`src/rtl/savemem_pkg.sv`:
```
`timescale 1ns/1ps
package savemem_pkg;
   typedef enum logic [1:0] {
      DEV_UNKNOWN = 2'd0,
      DEV_SRAM    = 2'd1,
      DEV_EEPROM  = 2'd2
   } dev_kind_e;

   typedef struct packed {
      logic sda;
      logic scl;
   } ee_pair_t;
endpackage

```
`src/rtl/savemem_ctrl_reg.sv`:
```
`timescale 1ns/1ps
module savemem_ctrl_reg #(
   parameter int          ADDR_W    = 24,
   parameter logic [31:0] CTRL_ADDR = 32'h00A1_30F1
) (
   input  logic              clk,
   input  logic              rst_n,
   input  logic              byte_wr,
   input  logic [ADDR_W-1:0] addr,
   input  logic [1:0]        wbits,
   output logic              map_en,
   output logic              wprot
);
   localparam logic [ADDR_W-1:0] CTRL_A = CTRL_ADDR[ADDR_W-1:0];

   logic [1:0] ctrl_q;

   always_ff @(posedge clk or negedge rst_n) begin
      if (!rst_n)
         ctrl_q <= '0;
      else if (byte_wr && (addr == CTRL_A))
         ctrl_q <= wbits;
   end

   assign map_en = ctrl_q[0];
   assign wprot  = ctrl_q[1];
endmodule

```
`src/rtl/savemem_detect.sv`:
```
`timescale 1ns/1ps
module savemem_detect
   import savemem_pkg::*;
#(
   parameter int          ADDR_W  = 24,
   parameter logic [31:0] WIN_LO  = 32'h0020_0000,
   parameter logic [31:0] WIN_HI  = 32'h0020_FFFF,
   parameter logic [31:0] EE_ADDR = 32'h0020_0000
) (
   input  logic              clk,
   input  logic              rst_n,
   input  logic              acc_valid,
   input  logic              acc_write,
   input  logic [ADDR_W-1:0] acc_addr,
   input  logic              map_en,
   output dev_kind_e         dev,
   output logic              in_win,
   output logic              eff_ee,
   output logic              read_ok
);
   localparam logic [ADDR_W-1:0] WLO  = WIN_LO[ADDR_W-1:0];
   localparam logic [ADDR_W-1:0] WHI  = WIN_HI[ADDR_W-1:0];
   localparam logic [ADDR_W-1:0] EEHI = {EE_ADDR[ADDR_W-1:1], 1'b1};

   dev_kind_e dev_q;
   logic      ee_pair, full_win, undet;

   assign ee_pair  = (acc_addr[ADDR_W-1:1] == EE_ADDR[ADDR_W-1:1]);
   assign full_win = (acc_addr >= WLO) && (acc_addr <= WHI);
   assign undet    = (dev_q == DEV_UNKNOWN);
   assign in_win   = (dev_q == DEV_EEPROM) ? ee_pair : full_win;
   assign eff_ee   = (dev_q == DEV_EEPROM) || (undet && acc_write && ee_pair);
   assign read_ok  = in_win && (map_en || (dev_q == DEV_EEPROM));

   always_ff @(posedge clk or negedge rst_n) begin
      if (!rst_n)
         dev_q <= DEV_UNKNOWN;
      else if (undet && acc_valid && in_win) begin
         if (acc_write)
            dev_q <= ee_pair ? DEV_EEPROM : DEV_SRAM;
         else if (map_en && (acc_addr > EEHI))
            dev_q <= DEV_SRAM;
      end
   end

   assign dev = dev_q;
endmodule

```
`src/rtl/savemem_ee_coalesce.sv`:
```
`timescale 1ns/1ps
module savemem_ee_coalesce
   import savemem_pkg::*;
#(
   parameter int CYC_W = 32,
   parameter int GAP   = 16
) (
   input  logic             clk,
   input  logic             rst_n,
   input  logic             wr_stb,
   input  logic             new_sda,
   input  logic             new_scl,
   input  logic [CYC_W-1:0] now,
   output logic             line_sda,
   output logic             line_scl,
   output logic             upd
);
   ee_pair_t         pend_q, line_q;
   logic [CYC_W-1:0] stamp_q;
   logic             close;

   generate
      if (GAP == 0) begin : g_pass
         assign close = 1'b0;
      end else begin : g_merge
         localparam logic [CYC_W-1:0] GAP_L = CYC_W'(GAP);
         assign close = (now - stamp_q) < GAP_L;
      end
   endgenerate

   always_ff @(posedge clk or negedge rst_n) begin
      if (!rst_n) begin
         pend_q  <= '{sda: 1'b1, scl: 1'b1};
         line_q  <= '{sda: 1'b1, scl: 1'b1};
         stamp_q <= '0;
         upd     <= 1'b0;
      end else begin
         upd <= 1'b0;
         if (wr_stb) begin
            pend_q <= '{sda: new_sda, scl: new_scl};
            if (!close) begin
               line_q <= pend_q;
               upd    <= 1'b1;
               if (pend_q != line_q)
                  stamp_q <= now;
            end
         end
      end
   end

   assign line_sda = line_q.sda;
   assign line_scl = line_q.scl;
endmodule

```
`src/rtl/savemem_mapper.sv`:
```
`timescale 1ns/1ps
module savemem_mapper
   import savemem_pkg::*;
#(
   parameter int          ADDR_W    = 24,
   parameter int          BYTE_W    = 8,
   parameter int          CYC_W     = 32,
   parameter logic [31:0] WIN_LO    = 32'h0020_0000,
   parameter logic [31:0] WIN_HI    = 32'h0020_FFFF,
   parameter logic [31:0] EE_ADDR   = 32'h0020_0000,
   parameter logic [31:0] CTRL_ADDR = 32'h00A1_30F1,
   parameter int          EE_GAP    = 16,
   parameter int          SDA_BIT   = 0,
   parameter int          SCL_BIT   = 1,
   parameter bit          DUP_WORD  = 1'b1
) (
   input  logic                clk,
   input  logic                rst_n,
   input  logic                bus_valid,
   input  logic                bus_write,
   input  logic                bus_word,
   input  logic [ADDR_W-1:0]   bus_addr,
   input  logic [2*BYTE_W-1:0] bus_wdata,
   output logic [2*BYTE_W-1:0] bus_rdata,
   output logic                bus_hit,
   input  logic [CYC_W-1:0]    cyc_count,
   output logic                sram_req,
   output logic                sram_we,
   output logic [ADDR_W-1:0]   sram_addr,
   output logic [BYTE_W-1:0]   sram_wdata,
   input  logic [BYTE_W-1:0]   sram_rdata,
   output logic                save_dirty,
   input  logic                ee_sdo,
   output logic                ee_sda,
   output logic                ee_scl,
   output logic                ee_upd
);
   localparam int WORD_W = 2 * BYTE_W;

   generate
      if (ADDR_W < 2 || ADDR_W > 32) begin : g_bad_aw
         $error("savemem_mapper: ADDR_W out of range");
      end
      if (WIN_LO > WIN_HI) begin : g_bad_win
         $error("savemem_mapper: window bounds reversed");
      end
      if (EE_ADDR < WIN_LO || ({EE_ADDR[31:1], 1'b1}) > WIN_HI) begin : g_bad_ee
         $error("savemem_mapper: EEPROM pair outside window");
      end
      if (CTRL_ADDR >= WIN_LO && CTRL_ADDR <= WIN_HI) begin : g_bad_ctrl
         $error("savemem_mapper: control address inside window");
      end
      if (SDA_BIT == SCL_BIT || SDA_BIT >= BYTE_W || SCL_BIT >= BYTE_W) begin : g_bad_bits
         $error("savemem_mapper: line bit positions invalid");
      end
   endgenerate

   logic [ADDR_W-1:0] acc_addr;
   logic [BYTE_W-1:0] wr_byte, rd_byte;
   logic              is_wr, is_rd;
   logic              map_en, wprot;
   dev_kind_e         dev_st;
   logic              in_win, eff_ee, read_ok;
   logic              sram_path, ee_stb, dirty_q;

   assign acc_addr = bus_word ? {bus_addr[ADDR_W-1:1], 1'b0} : bus_addr;
   assign wr_byte  = bus_word ? bus_wdata[WORD_W-1:BYTE_W] : bus_wdata[BYTE_W-1:0];
   assign is_wr    = bus_valid && bus_write;
   assign is_rd    = bus_valid && !bus_write;

   savemem_ctrl_reg #(
      .ADDR_W    (ADDR_W),
      .CTRL_ADDR (CTRL_ADDR)
   ) u_ctrl (
      .clk     (clk),
      .rst_n   (rst_n),
      .byte_wr (is_wr && !bus_word && !in_win),
      .addr    (acc_addr),
      .wbits   (bus_wdata[1:0]),
      .map_en  (map_en),
      .wprot   (wprot)
   );

   savemem_detect #(
      .ADDR_W  (ADDR_W),
      .WIN_LO  (WIN_LO),
      .WIN_HI  (WIN_HI),
      .EE_ADDR (EE_ADDR)
   ) u_det (
      .clk       (clk),
      .rst_n     (rst_n),
      .acc_valid (bus_valid),
      .acc_write (bus_write),
      .acc_addr  (acc_addr),
      .map_en    (map_en),
      .dev       (dev_st),
      .in_win    (in_win),
      .eff_ee    (eff_ee),
      .read_ok   (read_ok)
   );

   // SRAM steering
   assign sram_path  = bus_valid && in_win && !eff_ee && (bus_write || read_ok);
   assign sram_req   = sram_path;
   assign sram_addr  = acc_addr;
   assign sram_wdata = wr_byte;
   assign sram_we    = sram_path && bus_write && !wprot && (sram_rdata != wr_byte);

   always_ff @(posedge clk or negedge rst_n) begin
      if (!rst_n)
         dirty_q <= 1'b0;
      else if (sram_we)
         dirty_q <= 1'b1;
   end
   assign save_dirty = dirty_q;

   // EEPROM line path
   assign ee_stb = is_wr && in_win && eff_ee;

   savemem_ee_coalesce #(
      .CYC_W (CYC_W),
      .GAP   (EE_GAP)
   ) u_ee (
      .clk      (clk),
      .rst_n    (rst_n),
      .wr_stb   (ee_stb),
      .new_sda  (wr_byte[SDA_BIT]),
      .new_scl  (wr_byte[SCL_BIT]),
      .now      (cyc_count),
      .line_sda (ee_sda),
      .line_scl (ee_scl),
      .upd      (ee_upd)
   );

   // Read return
   assign rd_byte = eff_ee ? {{(BYTE_W-1){1'b0}}, ee_sdo} : sram_rdata;
   assign bus_hit = is_rd && read_ok;

   generate
      if (DUP_WORD) begin : g_dup
         assign bus_rdata = !bus_hit ? '0
                          : (bus_word ? {rd_byte, rd_byte} : {{BYTE_W{1'b0}}, rd_byte});
      end else begin : g_low
         assign bus_rdata = !bus_hit ? '0 : {{BYTE_W{1'b0}}, rd_byte};
      end
   endgenerate
endmodule

```
`config.mk`:
```
export PLATFORM = sky130hd
export DESIGN_NAME = savemem_mapper
export DESIGN_NICKNAME = d
export VERILOG_FILES = /design/src/rtl/savemem_pkg.sv /design/src/rtl/savemem_ctrl_reg.sv /design/src/rtl/savemem_detect.sv /design/src/rtl/savemem_ee_coalesce.sv /design/src/rtl/savemem_mapper.sv
export SDC_FILE = /design/constraint.sdc
export NUM_CORES = 1
export LEC_CHECK = 0
export ABC_CLOCK_PERIOD_IN_PS = 3850
export BUFFER_PORTS_ARGS = -buffer_cell sky130_fd_sc_hd__buf_2
export CAP_MARGIN = 20
export CORE_MARGIN = 5
export CORE_UTILIZATION = 54
export DETAILED_ROUTE_END_ITERATION = 16
export PLACE_DENSITY = 0.83
export SLEW_MARGIN = 20
export SYNTH_ARGS = -nofsm -noshare
export SYNTH_HDL_FRONTEND = slang
export SYNTH_SLANG_ARGS = --single-unit
```
`constraint.sdc`:
```
create_clock -name clk -period 3.85 [get_ports clk]
set_input_delay 0.1925 -clock clk [delete_from_list [all_inputs] [get_ports clk]]
set_output_delay 0.1925 -clock clk [all_outputs]
set_load 0.05 [all_outputs]
```
# == Yosys cells after proc, flatten, opt, wreduce, memory -nomap -nowiden ==
# Cells that the tools add are included.
# word_totals
elab_cells,65
regBits,42
# classes
n_bitwise,1
n_addsub,1
magnitude_cmp,4
n_mux,11
eq_ne,5
reduce_logical,34
# op_table
op,n
32-bit by 5-bit < comparator with 1-bit output (second input constant),1
16-bit two-way mux,2
32-bit subtractor,1
24-bit == test (second input constant),1
24-bit by 22-bit greater-or-equal comparator with 1-bit output (second input constant),1
24-bit by 22-bit > comparator with 1-bit output (second input constant),1
24-bit by 22-bit less-or-equal comparator with 1-bit output (second input constant),1
23-bit by 21-bit == test with 1-bit output (second input constant),1
1-bit logical AND,21
8-bit two-way mux,2
8-bit != test,1
2-bit two-way mux,3
1-bit zero test,5
1-bit two-way mux,4
2-bit AND reduction,2
1-bit logical OR,3
3-bit AND reduction,1
2-bit == test (second input constant),1
2-bit zero test,1
2-bit != test,1
2-bit nonzero test,1
1-bit inverter,1

# == Logic depth before layout (Yosys ltp) ==
# Gate-level depths: netlist (run 1).
# depth
ltp_word,10
mapped_depth,14
depth_no_buf,12

# == Cells and area by module ==
# A second synthesis (run 1) with hierarchy kept.
# unflattened
hier_cells,517
hier_area_um2,4652.0
# modules_own_cells
module,cells_per_inst,n_inst,area_each_um2
savemem_ee_coalesce,404,1,3667.3
savemem_mapper,76,1,610.6
savemem_detect,24,1,220.2
savemem_ctrl_reg,13,1,153.9

# == Worst setup path after synthesis (run 1) ==
# No wires, ideal clock.
# synth_path
path_kind,register -> register
startpoint,register u_ee.stamp_q[25]
endpoint,register u_ee.stamp_q[0]
path_stages_with_launch,15
period_less_slack_ns,3.358
setup_slack_ns,0.492
arrival_time_ns,3.233
path_cell_list,dfrtp_1 -> inv_1 -> ha_1 -> buf_4 -> a21oi_4 -> o21ai_0 -> and2_1 -> a2111oi_2 -> nand2_1 -> or4b_1 -> or3_1 -> nor3_2 -> a31oi_2 -> buf_6 -> mux2_4
# synth_between
elab_chain_cells,4
# synth_rtl
element,line,source
start: declaration,savemem_ee_coalesce.sv:19,logic [CYC_W-1:0] stamp_q;
start signal: assignment,savemem_ee_coalesce.sv:45,stamp_q <= now;
32-bit subtractor,savemem_ee_coalesce.sv:27,assign close = (now - stamp_q) < GAP_L;
32-bit by 5-bit < comparator with 1-bit output,savemem_ee_coalesce.sv:27,
1-bit inverter (no source line),--,
3-bit AND reduction (no source line),--,
# No other way between the ends.
# A chain may end at the register's enable or synchronous reset.

# == Worst setup path in the final report (run 1) ==
# layout_path
startpoint,register u_ee.stamp_q[16]
endpoint,register u_ee.stamp_q[2]
# Same word-level chain as after synthesis.

==> impl_metrics.py, run 1 <==
metrics = {
    "worst_setup_path": {
        "path_class": "flop to flop",
        "rr_startpoint": "u_ee.stamp_q[16]$_DFFE_PN0P_",
        "path_buf_inv": 3,
        "startpoint_type": "flop",
        "critPathSlowestCell": "a211oi_2",
        "path_delay_family": "compound AO/OA/AOI/OAI gates",
        "crit_start": "u_ee.stamp_q[16]$_DFFE_PN0P_",
        "setup.worst_path.end_class": "flop",
        "critical_path_required_ps": 4030,
        "path_cells": "inv_1 -> ha_1 -> a21oi_1 -> o21ai_0 -> a211oi_2 -> o21ai_0 -> a21oi_1 -> xnor2_1 -> nand2b_1 -> nor4_1 -> buf_4 -> a31oi_4 -> buf_12 -> mux2_4",
        "slowest_delay_ps": 680,
        "worstPathMaxFanout": 18,
        "arrival_ps": 3860,
    },
    "sta": {
        "rsz0062_at_grt": "false",
        "period_share_pct": 95.6,
        "finalHoldViolations": 0,
        "fmax_mhz": 272,
        "worst_slew_pin_slew_ps": 719,
        "tns_ps": 0,
        "skew_ps": 10.8,
        "min_period_ps": 3680,
        "max_slew_margin_pct": 52.0,
        "setup_violations": 0,
        "maxSlewViolCount": 0,
    },
    "drt": {
        "ant_nets": 0,
        "drc": 0,
        "firstDrtPassIters": 5,
        "dr_total_vias": 4610,
        "wirelength_um": 13900,
        "wl_per_cell_um": 17.7,
        "drt_iter0_markers": 230,
        "via_per_inst": 5.90,
    },
    "clocking": {
        "post-cts-setup-buffers": 0,
        "cts_root_buffer": "clkbuf_8",
        "cts_num_sinks": 42,
        "clk_pin_slew_worst_paths_ps": 90,
        "cts_htree_levels": 2,
        "cts_tree": "built",
        "cts_made_buffers": 5,
        "clockBufferDepth": 2,
        "clk_latency_ps": 300,
    },
    "finish": {
        "drive_gt1_share_pct": 35.6,
        "final_nets": 790,
        "antenna_cells": 0,
        "final_util_pct": 64.3,
        "area_delta_synth_final_pct": 16.3,
    },
    "global_route": {
        "grt_pass1_vias": 4639,
        "grt_overflow": 0,
        "grt_util_all_layers_pct": 24.4,
        "grt_max_degree": 43,
        "grt_pass1_wl_um": 22500,
        "antenna_found_initial": 0,
    },
    "synth": {
        "yosysSeqAreaShare_pct": 22.0,
        "synth_edf_count": 0,
        "yosys_register_bits": 42,
        "synth.most_common_cell": "nand2_1",
        "syn_inst": 561,
        "yosys.area.top_type_share_pct": 19.8,
        "ys_types": 72,
        "ys.flop_type": "dfrtp_1",
        "async_flop_share_pct": 100,
        "syn_nets": 677,
        "synth.area.top_cells": "dfrtp_1 20%, mux2_4 9.4%, ha_1 7.8%, buf_4 4.1%, mux2_2 4.0%",
        "yosys.area.top_type": "dfrtp_1",
        "ys_warn_count": 0,
        "synthTopCellsByCount": "48 x nand2_1, 38 x dfrtp_1, 38 x inv_1, 34 x a21oi_1, 31 x nor2_1",
        "syn-cell-area_um2": 4800,
        "syn-mean-instance-area_um2": 8.56,
    },
    "min_path": {
        "hp-start": "cyc_count[11]",
        "holdCritPathClass": "primary input to flop",
    },
    "floorplanning": {
        "start_util_pct": 55.3,
        "ios": 141,
        "die_w_um": 104,
        "core_um2": 8680,
        "die_y_um": 104,
        "rows": 34,
        "die_area_um2": 10900,
    },
    "flow_run": {
        "max-cap-violations": 0,
    },
    "place": {
        "dp_hpwl_um": 11400,
        "port_buffers": 140,
        "gp_congestion": 0.943,
    },
    "power_and_ir_drop": {
        "ir_drop_v": 0.000143,
        "p_leak_nw": 2.57,
        "p_per_area_nw_per_um2": 212,
    },
    "outcome": {
        "status": "finished clean",
    },
}
==> registers in the layout, summed over array words and instances, names as in the netlist <==
register and cells:
u_ee.line_sda 1, u_ee.upd 1, save_dirty 1, u_ee.stamp_q 32
u_det.dev 2, u_ee.line_scl 1, u_ee.pend_q 2, u_ctrl.ctrl_q 2
==> kinds of logic after synthesis <==
logic type	Yosys count	synth area share (%)
muxes	53	14.6
xor gates and xnor gates	22	4.01
DFF	42	22.0
and+or+nand+nor	193	21.6
buffers and inverters	88	9.88
AOI/OAI and AO/OA	133	20.1
adders and majority gates	30	7.82
==> stage by stage <==
step	total power, mW	instances	worst slack, ps	instance area [um^2]	hold slack (ps)
global route	1.25	782	2.47	5580	134
finish	1.18	782	170	5580	141
detailed placement	0.900	774	141	5450	405
floorplan	0.770	561	492	4800	-103
CTS	1.18	781	100	5530	88.6
global placement	0.896	774	146	5450	377
==> report_power, final <==
| part | switching [mW] | internal [mW] |
|---|---|---|
| logic | 0.294 | 0.168 |
| clock network | 0.153 | 0.125 |
| registers | 0.000123 | 0.441 |
==> worst register-to-register path, stage by stage (launching register included) <==
cell	delay (ps)
dfrtp_1	360
inv_1	40
ha_1	350
a21oi_1	230
o21ai_0	190
a211oi_2	680
o21ai_0	200
a21oi_1	180
xnor2_1	100
nand2b_1	150
nor4_1	280
buf_4	170
a31oi_4	110
buf_12	200
mux2_4	310
==> cell usage in the layout (no fill, tap or decap), drive strengths merged, types with 5 or more instances in the layout <==
cell type	count
a21o	13
a21oi	37
a31oi	6
and2	14
and3	9
buf	155
clkbuf	7
dfrtp	38
ha	30
inv	38
mux2	47
mux2i	6
nand2	48
nand2b	6
nand3	17
nand4	12
nor2	31
nor2b	5
nor3	11
nor4	16
o211ai	6
o21a	13
o21ai	19
o22ai	6
or3	6
xnor2	10
xor2	12
==> final timing paths <==
kind,slack [ps],end,depth (start not counted)
worst max-delay path,170,u_ee.stamp_q[2]$_DFFE_PN0P_,14
worst min-delay path,140,u_ee.stamp_q[11]$_DFFE_PN0P_,2
worst max register to register,170,u_ee.stamp_q[2]$_DFFE_PN0P_,14
worst min register to register,490,save_dirty$_DFFE_PN0P_,1
max in group asynchronous,3050,u_ee.pend_q[0]$_DFFE_PN1P_,2
min in group asynchronous,420,u_ee.stamp_q[11]$_DFFE_PN0P_,2
==> final cells by class <==
cell class	count	area (um^2)
Clock buffer	7	76.3
Tap cell	108	135
Timing Repair Buffer	156	851
Sequential cell	42	1060
Fill cell	760	3100
Multi-Input combinational cell	431	3320
Inverter	38	143
==> what timing repair did <==
action	CTS	global route
endpoints found under the setup margin	0	34
endpoints found under the hold margin	0	38
resized for setup	0	8
hold buffers	0	1
==> routing by layer <==
layer / GRT usage, % / up-vias / wire (um)
met2: 44.4 / 166 / 6940
met1: 29.7 / 2182 / 5870
met4: 5.27 / 0 / 244
met5: 0 / - / 0
met3: 4.47 / 23 / 800
li1: - / 2239 / -
Power figures use the tool's default switching activity.
==> run 2, diff against run 1 <==
--- a/config.mk
+++ b/config.mk
@@ -11,7 +11,8 @@
 export CORE_MARGIN = 5
 export CORE_UTILIZATION = 54
 export DETAILED_ROUTE_END_ITERATION = 16
-export PLACE_DENSITY = 0.83
+export MAX_ROUTING_LAYER = met4
+export PLACE_DENSITY = 0.82
 export SLEW_MARGIN = 20
 export SYNTH_ARGS = -nofsm -noshare
 export SYNTH_HDL_FRONTEND = slang
==> impl_metrics.py, run 2 (same netlist as run 1, synthesis figures left out) <==
metrics = {
    "global_route": {
        "antenna_found_initial": 0,
        "grt_max_degree": 43,
        "grt_util_all_layers_pct": 25.6,
        "grt_pass1_wl_um": 22700,
        "grt_overflow": 0,
        "grt_pass1_vias": 4699,
    },
    "sta": {
        "period_share_pct": 96.8,
        "rsz0062_at_grt": "false",
        "setup_violations": 0,
        "tns_ps": 0,
        "timing.final.ws_setup_ps": 123,
        "skew_ps": 15.2,
        "fmax_mhz": 268,
        "maxSlewViolCount": 0,
        "min_period_ps": 3730,
        "worst_slew_pin_slew_ps": 1070,
        "max_slew_margin_pct": 28.0,
        "finalHoldViolations": 0,
        "holdWs_ps": 131,
    },
    "worst_setup_path": {
        "critical_path_required_ps": 4040,
        "startpoint_type": "flop",
        "worstPathMaxFanout": 25,
        "setup.worst_path.end_class": "flop",
        "arrival_ps": 3920,
        "path_class": "flop to flop",
    },
    "clocking": {
        "cts_htree_levels": 2,
        "cts_made_buffers": 5,
        "cts_root_buffer": "clkbuf_8",
        "clockBufferDepth": 2,
        "clk_latency_ps": 300,
        "cts_num_sinks": 42,
        "cts_tree": "built",
        "clk_pin_slew_worst_paths_ps": 90,
    },
    "floorplanning": {
        "start_util_pct": 55.3,
        "die_y_um": 104,
        "die_w_um": 104,
        "ios": 141,
        "core_um2": 8680,
        "rows": 34,
        "die_area_um2": 10900,
    },
    "power_and_ir_drop": {
        "p_per_area_nw_per_um2": 213,
        "p_leak_nw": 2.57,
        "ir_drop_v": 0.000118,
    },
    "finish": {
        "area_delta_synth_final_pct": 16.4,
        "largest_reg_flops": 32,
        "multi_input_area_um2": 3320,
        "seq_area_um2": 1060,
        "final_nets": 792,
        "fillers": 778,
        "final_util_pct": 64.4,
        "layout_commonest_cell": "buf_2",
        "final_cell_mix": "139 x buf_2, 48 x nand2_1, 38 x inv_1, 38 x dfrtp_1, 34 x a21oi_1",
        "top_register": "u_ee.stamp_q",
        "drive_gt1_share_pct": 36.2,
        "antenna_cells": 0,
    },
    "outcome": {
        "status": "finished clean",
    },
    "drt": {
        "via_per_inst": 5.93,
        "firstDrtPassIters": 5,
        "ant_nets": 0,
        "drc": 0,
        "drt_iter0_markers": 354,
        "wirelength_um": 14200,
        "wl_per_cell_um": 18.2,
        "dr_total_vias": 4658,
    },
    "place": {
        "port_buffers": 140,
        "dp_hpwl_um": 11700,
        "place_ws_ps": 152,
        "gp_congestion": 0.969,
    },
    "min_path": {
        "holdCritPathClass": "primary input to flop",
    },
    "flow_run": {
        "max-cap-violations": 0,
    },
}
[run 2: changes by cell type in the layout (fill, tap and decap cells not counted), moves of 2 or more]
cell,delta
buf_4,+3
a21oi_1,+2
a21oi_2,-2
clkinv_2,+2
[run 2: what timing repair did]
item                                    4_1_cts  5_1_grt
endpoints found under the setup margin        0       34
setup buffers                                 0        1
hold endpoints to repair                      0       38
gates resized for setup                       0       10
hold buffers                                  0        1
[run 2: metrics by stage]
step | cells | total power [mW] | area [um^2]
global placement | 775 | 0.897 | 5450
detailed placement | 775 | 0.901 | 5450
floorplan | 561 | 0.770 | 4800
finish | 785 | 1.19 | 5590
CTS | 783 | 1.19 | 5530
global route | 785 | 1.26 | 5590
[run 2: critical path, stage by stage, from the launching register on]
cell,delay [ps]
dfrtp_1,360
inv_1,50
ha_1,440
and3_1,340
a31oi_1,160
and2_1,190
nor3_1,270
buf_4,180
mux2i_1,70
or4_1,510
nor4_2,330
a31oi_4,160
buf_12,200
mux2_4,320
[run 2: report_power, final]
part           switching, mW  total [mW]  internal, mW  leakage (nW)
clock                  0.161       0.287         0.126        0.0450
sequential         0.0000955       0.441         0.441         0.562
combinational          0.295       0.465         0.169          1.97
total                  0.456        1.19         0.737          2.57
[run 2: area by class of cell]
| cell class | instances | share of cell area, % |
|---|---|---|
| Multi-Input combinational cell | 431 | 59.4 |
| Sequential cell | 42 | 18.9 |
| Clock buffer | 6 | 1.30 |
| Timing Repair Buffer | 158 | 15.3 |
| Tap cell | 108 | 2.42 |
| Inverter | 38 | 2.55 |
| Clock inverter | 2 | 0.179 |
[run 2: routing by layer]
metal  vias up  track usage [%]  part of all wire, %
li1       2246                -                    -
met1      2193             30.5                   42
met2       184             43.7                   49
met3        35             4.53                  5.9
met4         0             8.23                  2.5
met5         -                -                    0
[run 2: worst paths after layout]
check,startpoint,cells after the start,slack (ps),endpoint
min in group asynchronous,rst_n,2,420,u_ee.stamp_q[0]$_DFFE_PN0P_
hold reg to reg,save_dirty$_DFFE_PN0P_,1,470,save_dirty$_DFFE_PN0P_
hold / removal,cyc_count[26],2,130,u_ee.stamp_q[26]$_DFFE_PN0P_
setup reg to reg,u_ee.stamp_q[5]$_DFFE_PN0P_,13,120,u_ee.stamp_q[3]$_DFFE_PN0P_
max in group asynchronous,rst_n,2,3030,u_ee.pend_q[1]$_DFFE_PN1P_
setup / recovery,u_ee.stamp_q[5]$_DFFE_PN0P_,13,120,u_ee.stamp_q[3]$_DFFE_PN0P_
